$ cat config.mk
export PLATFORM = sky130hd
export DESIGN_NAME = xtg_top
export DESIGN_NICKNAME = d
export VERILOG_FILES = /design/src/rtl/xtg_pkg.sv /design/src/rtl/xtg_flow_detect.sv /design/src/rtl/xtg_pause_fsm.sv /design/src/rtl/xtg_host_gate.sv /design/src/rtl/xtg_top.sv
export SDC_FILE = /design/constraint.sdc
export NUM_CORES = 1
export LEC_CHECK = 0
export ABC_CLOCK_PERIOD_IN_PS = 5600
export BUFFER_PORTS_ARGS = -buffer_cell sky130_fd_sc_hd__buf_2
export CAP_MARGIN = 20
export CELL_PAD_IN_SITES_DETAIL_PLACEMENT = 0
export CELL_PAD_IN_SITES_GLOBAL_PLACEMENT = 1
export CORE_MARGIN = 8
export CORE_UTILIZATION = 29
export DETAILED_ROUTE_END_ITERATION = 16
export GPL_TIMING_DRIVEN = 1
export PLACE_DENSITY = 0.84
export REMOVE_ABC_BUFFERS = 1
export SYNTH_ARGS = -nofsm -noshare
export SYNTH_HDL_FRONTEND = slang
export SYNTH_SLANG_ARGS = --single-unit
$ cat constraint.sdc
create_clock -name clk -period 5.6 [get_ports clk]
set_input_delay 1.12 -clock clk [delete_from_list [all_inputs] [get_ports clk]]
set_output_delay 1.12 -clock clk [all_outputs]
set_load 0.01 [all_outputs]
$ cat src/rtl/xtg_pkg.sv
package xtg_pkg;
    typedef enum logic [1:0] {
        GATE_RUN   = 2'd0,
        GATE_DRAIN = 2'd1,
        GATE_HALT  = 2'd2
    } gate_state_e;

    typedef struct packed {
        gate_state_e state;
        logic        flush;
    } gate_regs_t;
endpackage

$ cat src/rtl/xtg_flow_detect.sv
module xtg_flow_detect #(
    parameter int DATA_W = 8,
    parameter int ERR_W  = 2
) (
    input  logic              clk,
    input  logic              rst_n,
    input  logic              auto_en,
    input  logic              transparent,
    input  logic [DATA_W-1:0] xon_code,
    input  logic [DATA_W-1:0] xoff_code,
    input  logic              rx_valid,
    input  logic [DATA_W-1:0] rx_data,
    input  logic              rx_break,
    input  logic [ERR_W-1:0]  rx_err,
    input  logic              rx_full,
    output logic              take_off,
    output logic              take_on,
    output logic              rx_push,
    output logic [DATA_W-1:0] rx_push_data,
    output logic [ERR_W-1:0]  rx_push_err
);
    localparam int NCODES = 2;   // index 0: resume, index 1: stop

    logic [NCODES-1:0][DATA_W-1:0] codes;
    logic [NCODES-1:0]             hit;
    logic [DATA_W-1:0]             eff_data;
    logic                          accepted;
    logic                          is_flow;

    assign codes[0] = xon_code;
    assign codes[1] = xoff_code;
    assign eff_data = rx_break ? '0 : rx_data;

    for (genvar g = 0; g < NCODES; g++) begin : g_cmp
        assign hit[g] = (eff_data == codes[g]);
    end

    always_comb begin
        accepted     = rx_valid && !rx_full;
        is_flow      = auto_en && (|hit);
        take_off     = accepted && auto_en && hit[1];
        take_on      = accepted && auto_en && hit[0] && !hit[1];
        rx_push      = accepted && (!is_flow || transparent);
        rx_push_data = eff_data;
        rx_push_err  = rx_err;
    end

    // an overrun character is neither stored nor used for gating
    p_overrun_drop_r7: assert property (@(posedge clk) disable iff (!rst_n)
        (rx_valid && rx_full) |-> (!rx_push && !take_off && !take_on));

    // a single character never counts as both codes
    p_one_code_r11: assert property (@(posedge clk) disable iff (!rst_n)
        $countones({take_off, take_on}) <= 1);
endmodule

$ cat src/rtl/xtg_pause_fsm.sv
module xtg_pause_fsm
    import xtg_pkg::*;
(
    input  logic clk,
    input  logic rst_n,
    input  logic auto_en,
    input  logic soft_rst,
    input  logic take_off,
    input  logic take_on,
    input  logic tx_busy,
    output logic paused,
    output logic halted,
    output logic flush
);
    gate_regs_t regs_d, regs_q;

    always_comb begin
        regs_d       = regs_q;
        regs_d.flush = 1'b0;
        if (soft_rst) begin
            regs_d.state = GATE_RUN;
            regs_d.flush = 1'b1;
        end else if (!auto_en) begin
            regs_d.state = GATE_RUN;
        end else if (take_off) begin
            regs_d.state = tx_busy ? GATE_DRAIN : GATE_HALT;
        end else if (take_on) begin
            regs_d.state = GATE_RUN;
        end else if (regs_q.state == GATE_DRAIN && !tx_busy) begin
            regs_d.state = GATE_HALT;
        end
    end

    always_ff @(posedge clk or negedge rst_n) begin
        if (!rst_n) begin
            regs_q.state <= GATE_RUN;
            regs_q.flush <= 1'b0;
        end else begin
            regs_q <= regs_d;
        end
    end

    assign paused = (regs_q.state != GATE_RUN);
    assign halted = (regs_q.state == GATE_HALT);
    assign flush  = regs_q.flush;

    p_xoff_pauses_r2: assert property (@(posedge clk) disable iff (!rst_n)
        (auto_en && take_off && !soft_rst) |=> paused);

    p_drain_waits_r3: assert property (@(posedge clk) disable iff (!rst_n)
        (auto_en && !soft_rst && !take_on && !take_off && paused && !halted && tx_busy)
            |=> (paused && !halted));

    p_xon_resumes_r4: assert property (@(posedge clk) disable iff (!rst_n)
        (auto_en && take_on && !soft_rst) |=> !paused);

    p_soft_release_r5: assert property (@(posedge clk) disable iff (!rst_n)
        soft_rst |=> (!paused && flush));

    p_manual_runs_r12: assert property (@(posedge clk) disable iff (!rst_n)
        !auto_en |=> !paused);
endmodule

$ cat src/rtl/xtg_host_gate.sv
module xtg_host_gate (
    input  logic clk,
    input  logic rst_n,
    input  logic auto_en,
    input  logic en_cmd,
    input  logic dis_cmd,
    input  logic running,
    output logic pop_ok
);
    logic host_en_d, host_en_q;

    always_comb begin
        host_en_d = host_en_q;
        if (!auto_en) begin
            if (dis_cmd)     host_en_d = 1'b0;
            else if (en_cmd) host_en_d = 1'b1;
        end
    end

    always_ff @(posedge clk or negedge rst_n) begin
        if (!rst_n) host_en_q <= 1'b0;
        else        host_en_q <= host_en_d;
    end

    assign pop_ok = auto_en ? running : host_en_q;

    // host commands leave the stored enable alone in automatic mode
    p_cmd_ignored_r6: assert property (@(posedge clk) disable iff (!rst_n)
        auto_en |=> $stable(host_en_q));
endmodule

$ cat src/rtl/xtg_top.sv
module xtg_top #(
    parameter int DATA_W = 8,
    parameter int ERR_W  = 2
) (
    input  logic              clk,
    input  logic              rst_n,
    input  logic              auto_en,
    input  logic              transparent,
    input  logic [DATA_W-1:0] xon_code,
    input  logic [DATA_W-1:0] xoff_code,
    input  logic              rx_valid,
    input  logic [DATA_W-1:0] rx_data,
    input  logic              rx_break,
    input  logic [ERR_W-1:0]  rx_err,
    input  logic              rx_full,
    input  logic              tx_busy,
    input  logic              tx_soft_rst,
    input  logic              host_en_cmd,
    input  logic              host_dis_cmd,
    output logic              rx_push,
    output logic [DATA_W-1:0] rx_push_data,
    output logic [ERR_W-1:0]  rx_push_err,
    output logic              tx_pop_ok,
    output logic              tx_paused,
    output logic              tx_halted,
    output logic              tx_flush
);
    logic take_off, take_on;

    xtg_flow_detect #(.DATA_W(DATA_W), .ERR_W(ERR_W)) u_detect (
        .clk          (clk),
        .rst_n        (rst_n),
        .auto_en      (auto_en),
        .transparent  (transparent),
        .xon_code     (xon_code),
        .xoff_code    (xoff_code),
        .rx_valid     (rx_valid),
        .rx_data      (rx_data),
        .rx_break     (rx_break),
        .rx_err       (rx_err),
        .rx_full      (rx_full),
        .take_off     (take_off),
        .take_on      (take_on),
        .rx_push      (rx_push),
        .rx_push_data (rx_push_data),
        .rx_push_err  (rx_push_err)
    );

    xtg_pause_fsm u_fsm (
        .clk      (clk),
        .rst_n    (rst_n),
        .auto_en  (auto_en),
        .soft_rst (tx_soft_rst),
        .take_off (take_off),
        .take_on  (take_on),
        .tx_busy  (tx_busy),
        .paused   (tx_paused),
        .halted   (tx_halted),
        .flush    (tx_flush)
    );

    xtg_host_gate u_host (
        .clk     (clk),
        .rst_n   (rst_n),
        .auto_en (auto_en),
        .en_cmd  (host_en_cmd),
        .dis_cmd (host_dis_cmd),
        .running (!tx_paused),
        .pop_ok  (tx_pop_ok)
    );

    // error flags reach the FIFO unchanged whenever a character is stored
    p_err_kept_r9: assert property (@(posedge clk) disable iff (!rst_n)
        rx_push |-> (rx_push_err == rx_err));
endmodule

==> results of run 1 <==
report_power, final:
group,leakage [nW],switching (W),internal (W)
Sequential,0.0517,0.000000474,0.0000302
Combinational,0.384,0.0000284,0.0000259
Clock,0.0138,0.0000111,0.0000239
Total,0.449,0.0000400,0.0000801
kinds of logic (layout without fill, tap and decap cells):
logic type | Yosys count | in the layout | synth area share (%)
buf+inv | 13 | 55 | 8.89
simple gates | 46 | 46 | 41.4
xor+xnor | 8 | 8 | 9.40
compound gates | 29 | 29 | 26.8
flops | 4 | 4 | 13.4
per-layer routing:
layer | routed length (um) | vias up
li1 | - | 456
met1 | 1030 | 382
met2 | 1030 | 29
met3 | 174 | 0
met4 | 0 | 0
met5 | 0 | -
cell type report:
type | instances | share of cell area, %
flip-flops and latches | 4 | 10.1
well taps | 30 | 3.78
inverters | 5 | 1.89
repair buffers | 47 | 23.7
clock buffers | 3 | 2.27
multi-input cells | 83 | 58.3
critical path: stages:
cell and delay (ns):
buf_2 0.23, nand2b_4 0.20, or4b_4 0.48, a32oi_2 0.22, a32o_2 0.18, a31oi_1 0.08, buf_2 0.14
flip-flops by register name (all words and copies together), names as in the netlist:
name              cells
u_host.host_en_q      1
u_fsm.flush           1
u_fsm.regs_q          2
layout by cell type (no fill, tap or decap), types with 3 or more instances in the layout:
master    netlist  routed
o21ai_0         8       8
nand4b_1        5       5
nor2_1         14      14
inv_1           5       5
xnor2_1         7       7
nor2b_1         8       8
a31oi_1         5       5
a21oi_1         3       3
dfrtp_1         4       4
nor4_1          3       3
buf_2           1      47
clkbuf_4        0       3
worst paths after layout:
| path | to | slack (ns) | cells past startpoint |
|---|---|---|---|
| worst min register to register | u_host.host_en_q$_DFFE_PN0P_ | 0.54 | 2 |
| min in group asynchronous | u_host.host_en_q$_DFFE_PN0P_ | 0.68 | 1 |
| max in group asynchronous | u_fsm.regs_q[2]$_DFFE_PN0P_ | 4.80 | 1 |
| worst max-delay path | rx_push | 1.82 | 7 |
| worst min-delay path | u_host.host_en_q$_DFFE_PN0P_ | 0.54 | 2 |
| worst max register to register | u_fsm.regs_q[1]$_DFFE_PN0P_ | 4.50 | 4 |
stage by stage:
stage	utilization (%)	std cells	worst slack [ns]	hold WS, ns	power [W]
finish	40.5	172	1.82	0.541	0.000120
global route	40.5	172	1.73	0.576	0.000131
CTS	40.5	172	1.80	0.545	0.000121
detailed placement	39.6	169	1.80	0.538	0.0000856
global placement	39.6	169	1.84	0.513	0.0000839
floorplan	-	92	2.26	0.491	0.0000561
==> flow_summary_export.csv, run 1 <==
group,metric,value,unit
sta,maxSlewViolCount,0,
setup_path,setup.worst_path.start,"rx_break",
global_route,grt_pass1_wl,3820,um
synthesis,synth_commonest_cells,"nor2_1 (14), nor2b_1 (8), o21ai_0 (8)",
clock_network,cts_tree,"yes",
run,drv_cap,0,
floorplanning,dieArea,4450,um2
clock_network,ctsHoldBuffers,0,
sta,hold_violations,0,
clock_network,cts_buffers,3,
final_layout,regArea,100,um2
sta,finClkSkew,0.0000233,ns
clock_network,cts_buffer_depth,2,
sta,rsz0062_at_grt,"no",
clock_network,root_buffer,"clkbuf_4",
synthesis,async_reset_ff_share,100,%
global_route,met3_usage,2.85,%
global_route,use_met1,12.9,%
sta,max_clock_freq,265,MHz
clock_network,cts_max_level,1,
global_route,grt_max_degree,29,
drt,wire_per_inst,13.0,um
drt,drt_iter0_markers,33,
synthesis,yosysMostFrequentCell,"nor2_1",
placement,hpwl,1890,um
placement,dpl-instance-area,971,um2
drt,via_per_inst,5.04,
drt,ant_nets,0,
global_route,use_met2,16.1,%
sta,min_period_over_period,67.5,%
global_route,grt_pass1_vias,886,
hold_path,min_from,"u_host.host_en_q$_DFFE_PN0P_",
placement,numPortBuffers,47,
setup_path,crit_required,4.48,ns
drt,drc,0,
clock_network,cts_setup_buffers,0,
drt,num_vias,867,
setup_path,critical_path_class,"in -> out",
floorplanning,start_util,30.4,%
floorplanning,pin_count,52,
synthesis,synthCells,100,
power_and_ir_drop,power_leakage,0.449,nW
synthesis,synth_cell_types,39,
sta,min_period,3.78,ns
clock_network,numClockSinks,4,
floorplanning,row_count,18,
synthesis,syn_area,746,um2
setup_path,crit_fanout,28,
final_layout,layout.nets,181,
sta,final.setup.tns,0,ns
synthesis,ys_seq_elements,4,
clock_network,cts-resized-gates,0,
clock_network,insertion_delay,0.23,ns
power_and_ir_drop,peakVddDrop,52.9,uV
drt,first_pass_iters,4,
placement,place_congestion,0.745,
final_layout,fillerInstances,263,
final_layout,antenna-diode-count,0,
synthesis,synth.area.top_cells,"dfrtp_1 (13%), xnor2_1 (8.2%), nor2_1 (7.0%)",
global_route,antenna_found_initial,0,
final_layout,fin_area,993,um2
setup_path,arrival,2.66,ns
sta,setup_violations,0,
global_route,grt_busiest_layer,"met2",
final_layout,syn_to_final_growth,33.2,%
synthesis,ys.flop_type,"dfrtp_1",
setup_path,critPathLaunchType,"input port",
power_and_ir_drop,p_per_area,121,nW/um2
hold_path,hold_class,"reg -> reg",
sta,slew_headroom,73.9,%
synthesis,ys_warn_count,0,
final_layout,final_layout_size_suffix_gt1_share,40.8,%
synthesis,ys_seq_area_share,13.4,%
synthesis,yosysTopAreaCell,"dfrtp_1",
run_status,status,"completed",
synthesis,syn_avg_cell_area,7.46,um2
synthesis,synth_edf_count,0,
setup_path,worstReg2RegStart,"u_fsm.regs_q[2]$_DFFE_PN0P_",
clock_network,clkTransAtPathRegs,0.04,ns
floorplanning,die_w,66.7,um
final_layout,multiInputGateArea,579,um2
global_route,grt_use_total,10.1,%
setup_path,end_kind,"output port",
floorplanning,fp.coreArea,2450,um2
floorplanning,die_y,66.7,um
global_route,grt_overflow,0,
sta,worst_pin_slew,0.392,ns
synthesis,synth_top_area_share,13.4,%
drt,wl,2240,um
Power figures use the tool's default switching activity.
==> run 2, diff against run 1 <==
--- a/config.mk
+++ b/config.mk
@@ -5,16 +5,16 @@
 export SDC_FILE = /design/constraint.sdc
 export NUM_CORES = 1
 export LEC_CHECK = 0
-export ABC_CLOCK_PERIOD_IN_PS = 5600
+export ABC_CLOCK_PERIOD_IN_PS = 3550
 export BUFFER_PORTS_ARGS = -buffer_cell sky130_fd_sc_hd__buf_2
 export CAP_MARGIN = 20
 export CELL_PAD_IN_SITES_DETAIL_PLACEMENT = 0
 export CELL_PAD_IN_SITES_GLOBAL_PLACEMENT = 1
 export CORE_MARGIN = 8
-export CORE_UTILIZATION = 29
+export CORE_UTILIZATION = 27
 export DETAILED_ROUTE_END_ITERATION = 16
 export GPL_TIMING_DRIVEN = 1
-export PLACE_DENSITY = 0.84
+export PLACE_DENSITY = 0.79
 export REMOVE_ABC_BUFFERS = 1
 export SYNTH_ARGS = -nofsm -noshare
 export SYNTH_HDL_FRONTEND = slang
==> constraint.sdc (replaced) <==
create_clock -name clk -period 3.55 [get_ports clk]
set_input_delay 0.71 -clock clk [delete_from_list [all_inputs] [get_ports clk]]
set_output_delay 0.71 -clock clk [all_outputs]
set_load 0.01 [all_outputs]
==> flow_summary_export.csv, run 2 (synthesis gave the netlist of run 1 again) <==
group,metric,value,unit
run_status,status,"completed",
drt,met1_length,949,um
floorplanning,die_y,68.6,um
floorplanning,pin_count,52,
clock_network,ctsHoldBuffers,0,
sta,rsz0062_at_grt,"no",
clock_network,cts_max_level,1,
sta,slew_headroom,73.6,%
drt,drc,0,
hold_path,hold_class,"in -> async",
global_route,grt_pass1_vias,852,
sta,setup_violations,0,
setup_path,rr_worst_depth,4,
final_layout,final_layout_size_suffix_gt1_share,40.8,%
final_layout,final_cells,173,
final_layout,layout.nets,181,
global_route,grt_max_degree,29,
final_layout,final_common_cell,"buf_2",
drt,wl_met3,231,um
setup_path,arrival,2.28,ns
setup_path,rrSetupSlack,2.49,ns
final_layout,final_cell_mix,"buf_2 (47), nor2_1 (14), nor2b_1 (8), o21ai_0 (8), xnor2_1 (7)",
final_layout,syn_to_final_growth,33.4,%
final_layout,fillerInstances,302,
sta,min_period_over_period,84.3,%
drt,top_layer,"met3",
drt,first_pass_iters,4,
drt,routed-wl-met2,1020,um
power_and_ir_drop,peakVddDrop,105,uV
setup_path,crit_required,2.84,ns
drt,via_per_inst,5.18,
global_route,grt_pass1_wl,3510,um
setup_path,endpoint,"rx_push",
setup_path,end_kind,"output port",
placement,hpwl,1870,um
final_layout,multiInputGateArea,579,um2
sta,worst_pin_slew,0.396,ns
clock_network,cts-resized-gates,0,
clock_network,clkTransAtPathRegs,0.03,ns
sta,hold_violations,0,
floorplanning,die_w,68.6,um
floorplanning,dieArea,4700,um2
drt,wl,2200,um
run,drv_cap,0,
setup_path,worstReg2RegStart,"u_fsm.regs_q[2]$_DFFE_PN0P_",
placement,place_congestion,0.718,
final_layout,top_regs,"u_fsm.regs_q: 2 flops, u_fsm.flush: 1 flops, u_host.host_en_q: 1 flops",
final_layout,antenna-diode-count,0,
setup_path,crit_fanout,28,
sta,min_period,2.99,ns
clock_network,cts_setup_buffers,0,
setup_path,reg2reg_to,"u_fsm.regs_q[1]$_DFFE_PN0P_",
power_and_ir_drop,p_per_area,188,nW/um2
sta,finClkSkew,0.0000225,ns
setup_path,critical_path_class,"in -> out",
setup_path,critPathLaunchType,"input port",
final_layout,largest_register_ffs,2,
drt,ant_nets,0,
clock_network,numClockSinks,4,
global_route,antenna_found_initial,0,
floorplanning,fp.coreArea,2690,um2
setup_path,setup.worst_path.start,"rx_break",
sta,final.setup.tns,0,ns
floorplanning,start_util,27.8,%
clock_network,cts_buffer_depth,2,
clock_network,insertion_delay,0.22,ns
drt,drt_iter0_markers,32,
placement,numPortBuffers,47,
final_layout,regMostFlops,"u_fsm.regs_q",
drt,wire_per_inst,12.7,um
floorplanning,row_count,19,
sta,maxSlewViolCount,0,
placement,dp.cells,170,
global_route,grt_overflow,0,
power_and_ir_drop,power_leakage,0.449,nW
clock_network,cts_tree,"yes",
final_layout,regArea,100,um2
clock_network,cts_buffers,3,
sta,max_clock_freq,334,MHz
drt,num_vias,896,
global_route,grt_use_total,9.10,%
clock_network,root_buffer,"clkbuf_4",
## run 2: cell counts in the layout (fill, tap and decap cells not counted)
No cell type changed its count.
## run 2: worst min path at each step
stage	from	end
after floorplan	rst_n	u_fsm.flush$_DFF_PN0_
after global placement	u_host.host_en_q$_DFFE_PN0P_	u_host.host_en_q$_DFFE_PN0P_
after detailed placement	rst_n	u_fsm.flush$_DFF_PN0_
after CTS	rst_n	u_fsm.flush$_DFF_PN0_
after global routing	rst_n	u_fsm.flush$_DFF_PN0_
final	rst_n	u_fsm.flush$_DFF_PN0_
## run 2: power by group
group / leakage, nW / switching (W) / total, W / internal, W
clock: 0.0138 / 0.0000151 / 0.0000527 / 0.0000376
combinational: 0.384 / 0.0000450 / 0.0000859 / 0.0000409
sequential: 0.0517 / 0.000000708 / 0.0000485 / 0.0000478
total: 0.449 / 0.0000608 / 0.000187 / 0.000126
## run 2: cell type report
cell class / instances / share of cell area [%]
clock buffer: 3 / 2.26
sequential: 4 / 10.1
inverter: 5 / 1.89
timing repair buffer: 47 / 23.6
tap: 31 / 3.90
multi-input combinational: 83 / 58.2
## run 2: worst max-delay path: stages
cell	delay (ns)
buf_2	0.23
nand2b_4	0.20
or4b_1	0.47
a32oi_1	0.22
a32o_2	0.22
a31oi_1	0.08
buf_2	0.14
## run 2: routing by layer
metal / track usage, % / up-vias
li1: - / 456
met1: 11.3 / 409
met2: 14.4 / 31
met3: 3.07 / 0
met4: 3.07 / 0
met5: 0 / -
## run 2: metrics by stage
step	setup slack, ns	total power, W	utilization (%)	area (um2)	hold slack (ns)
floorplan	1.03	0.0000885	-	698	0.414
CTS	0.538	0.000190	37.0	995	0.278
finish	0.557	0.000187	37.0	995	0.281
detailed placement	0.540	0.000135	36.2	972	0.518
global placement	0.605	0.000133	36.2	972	0.514
global route	0.461	0.000201	37.0	995	0.287
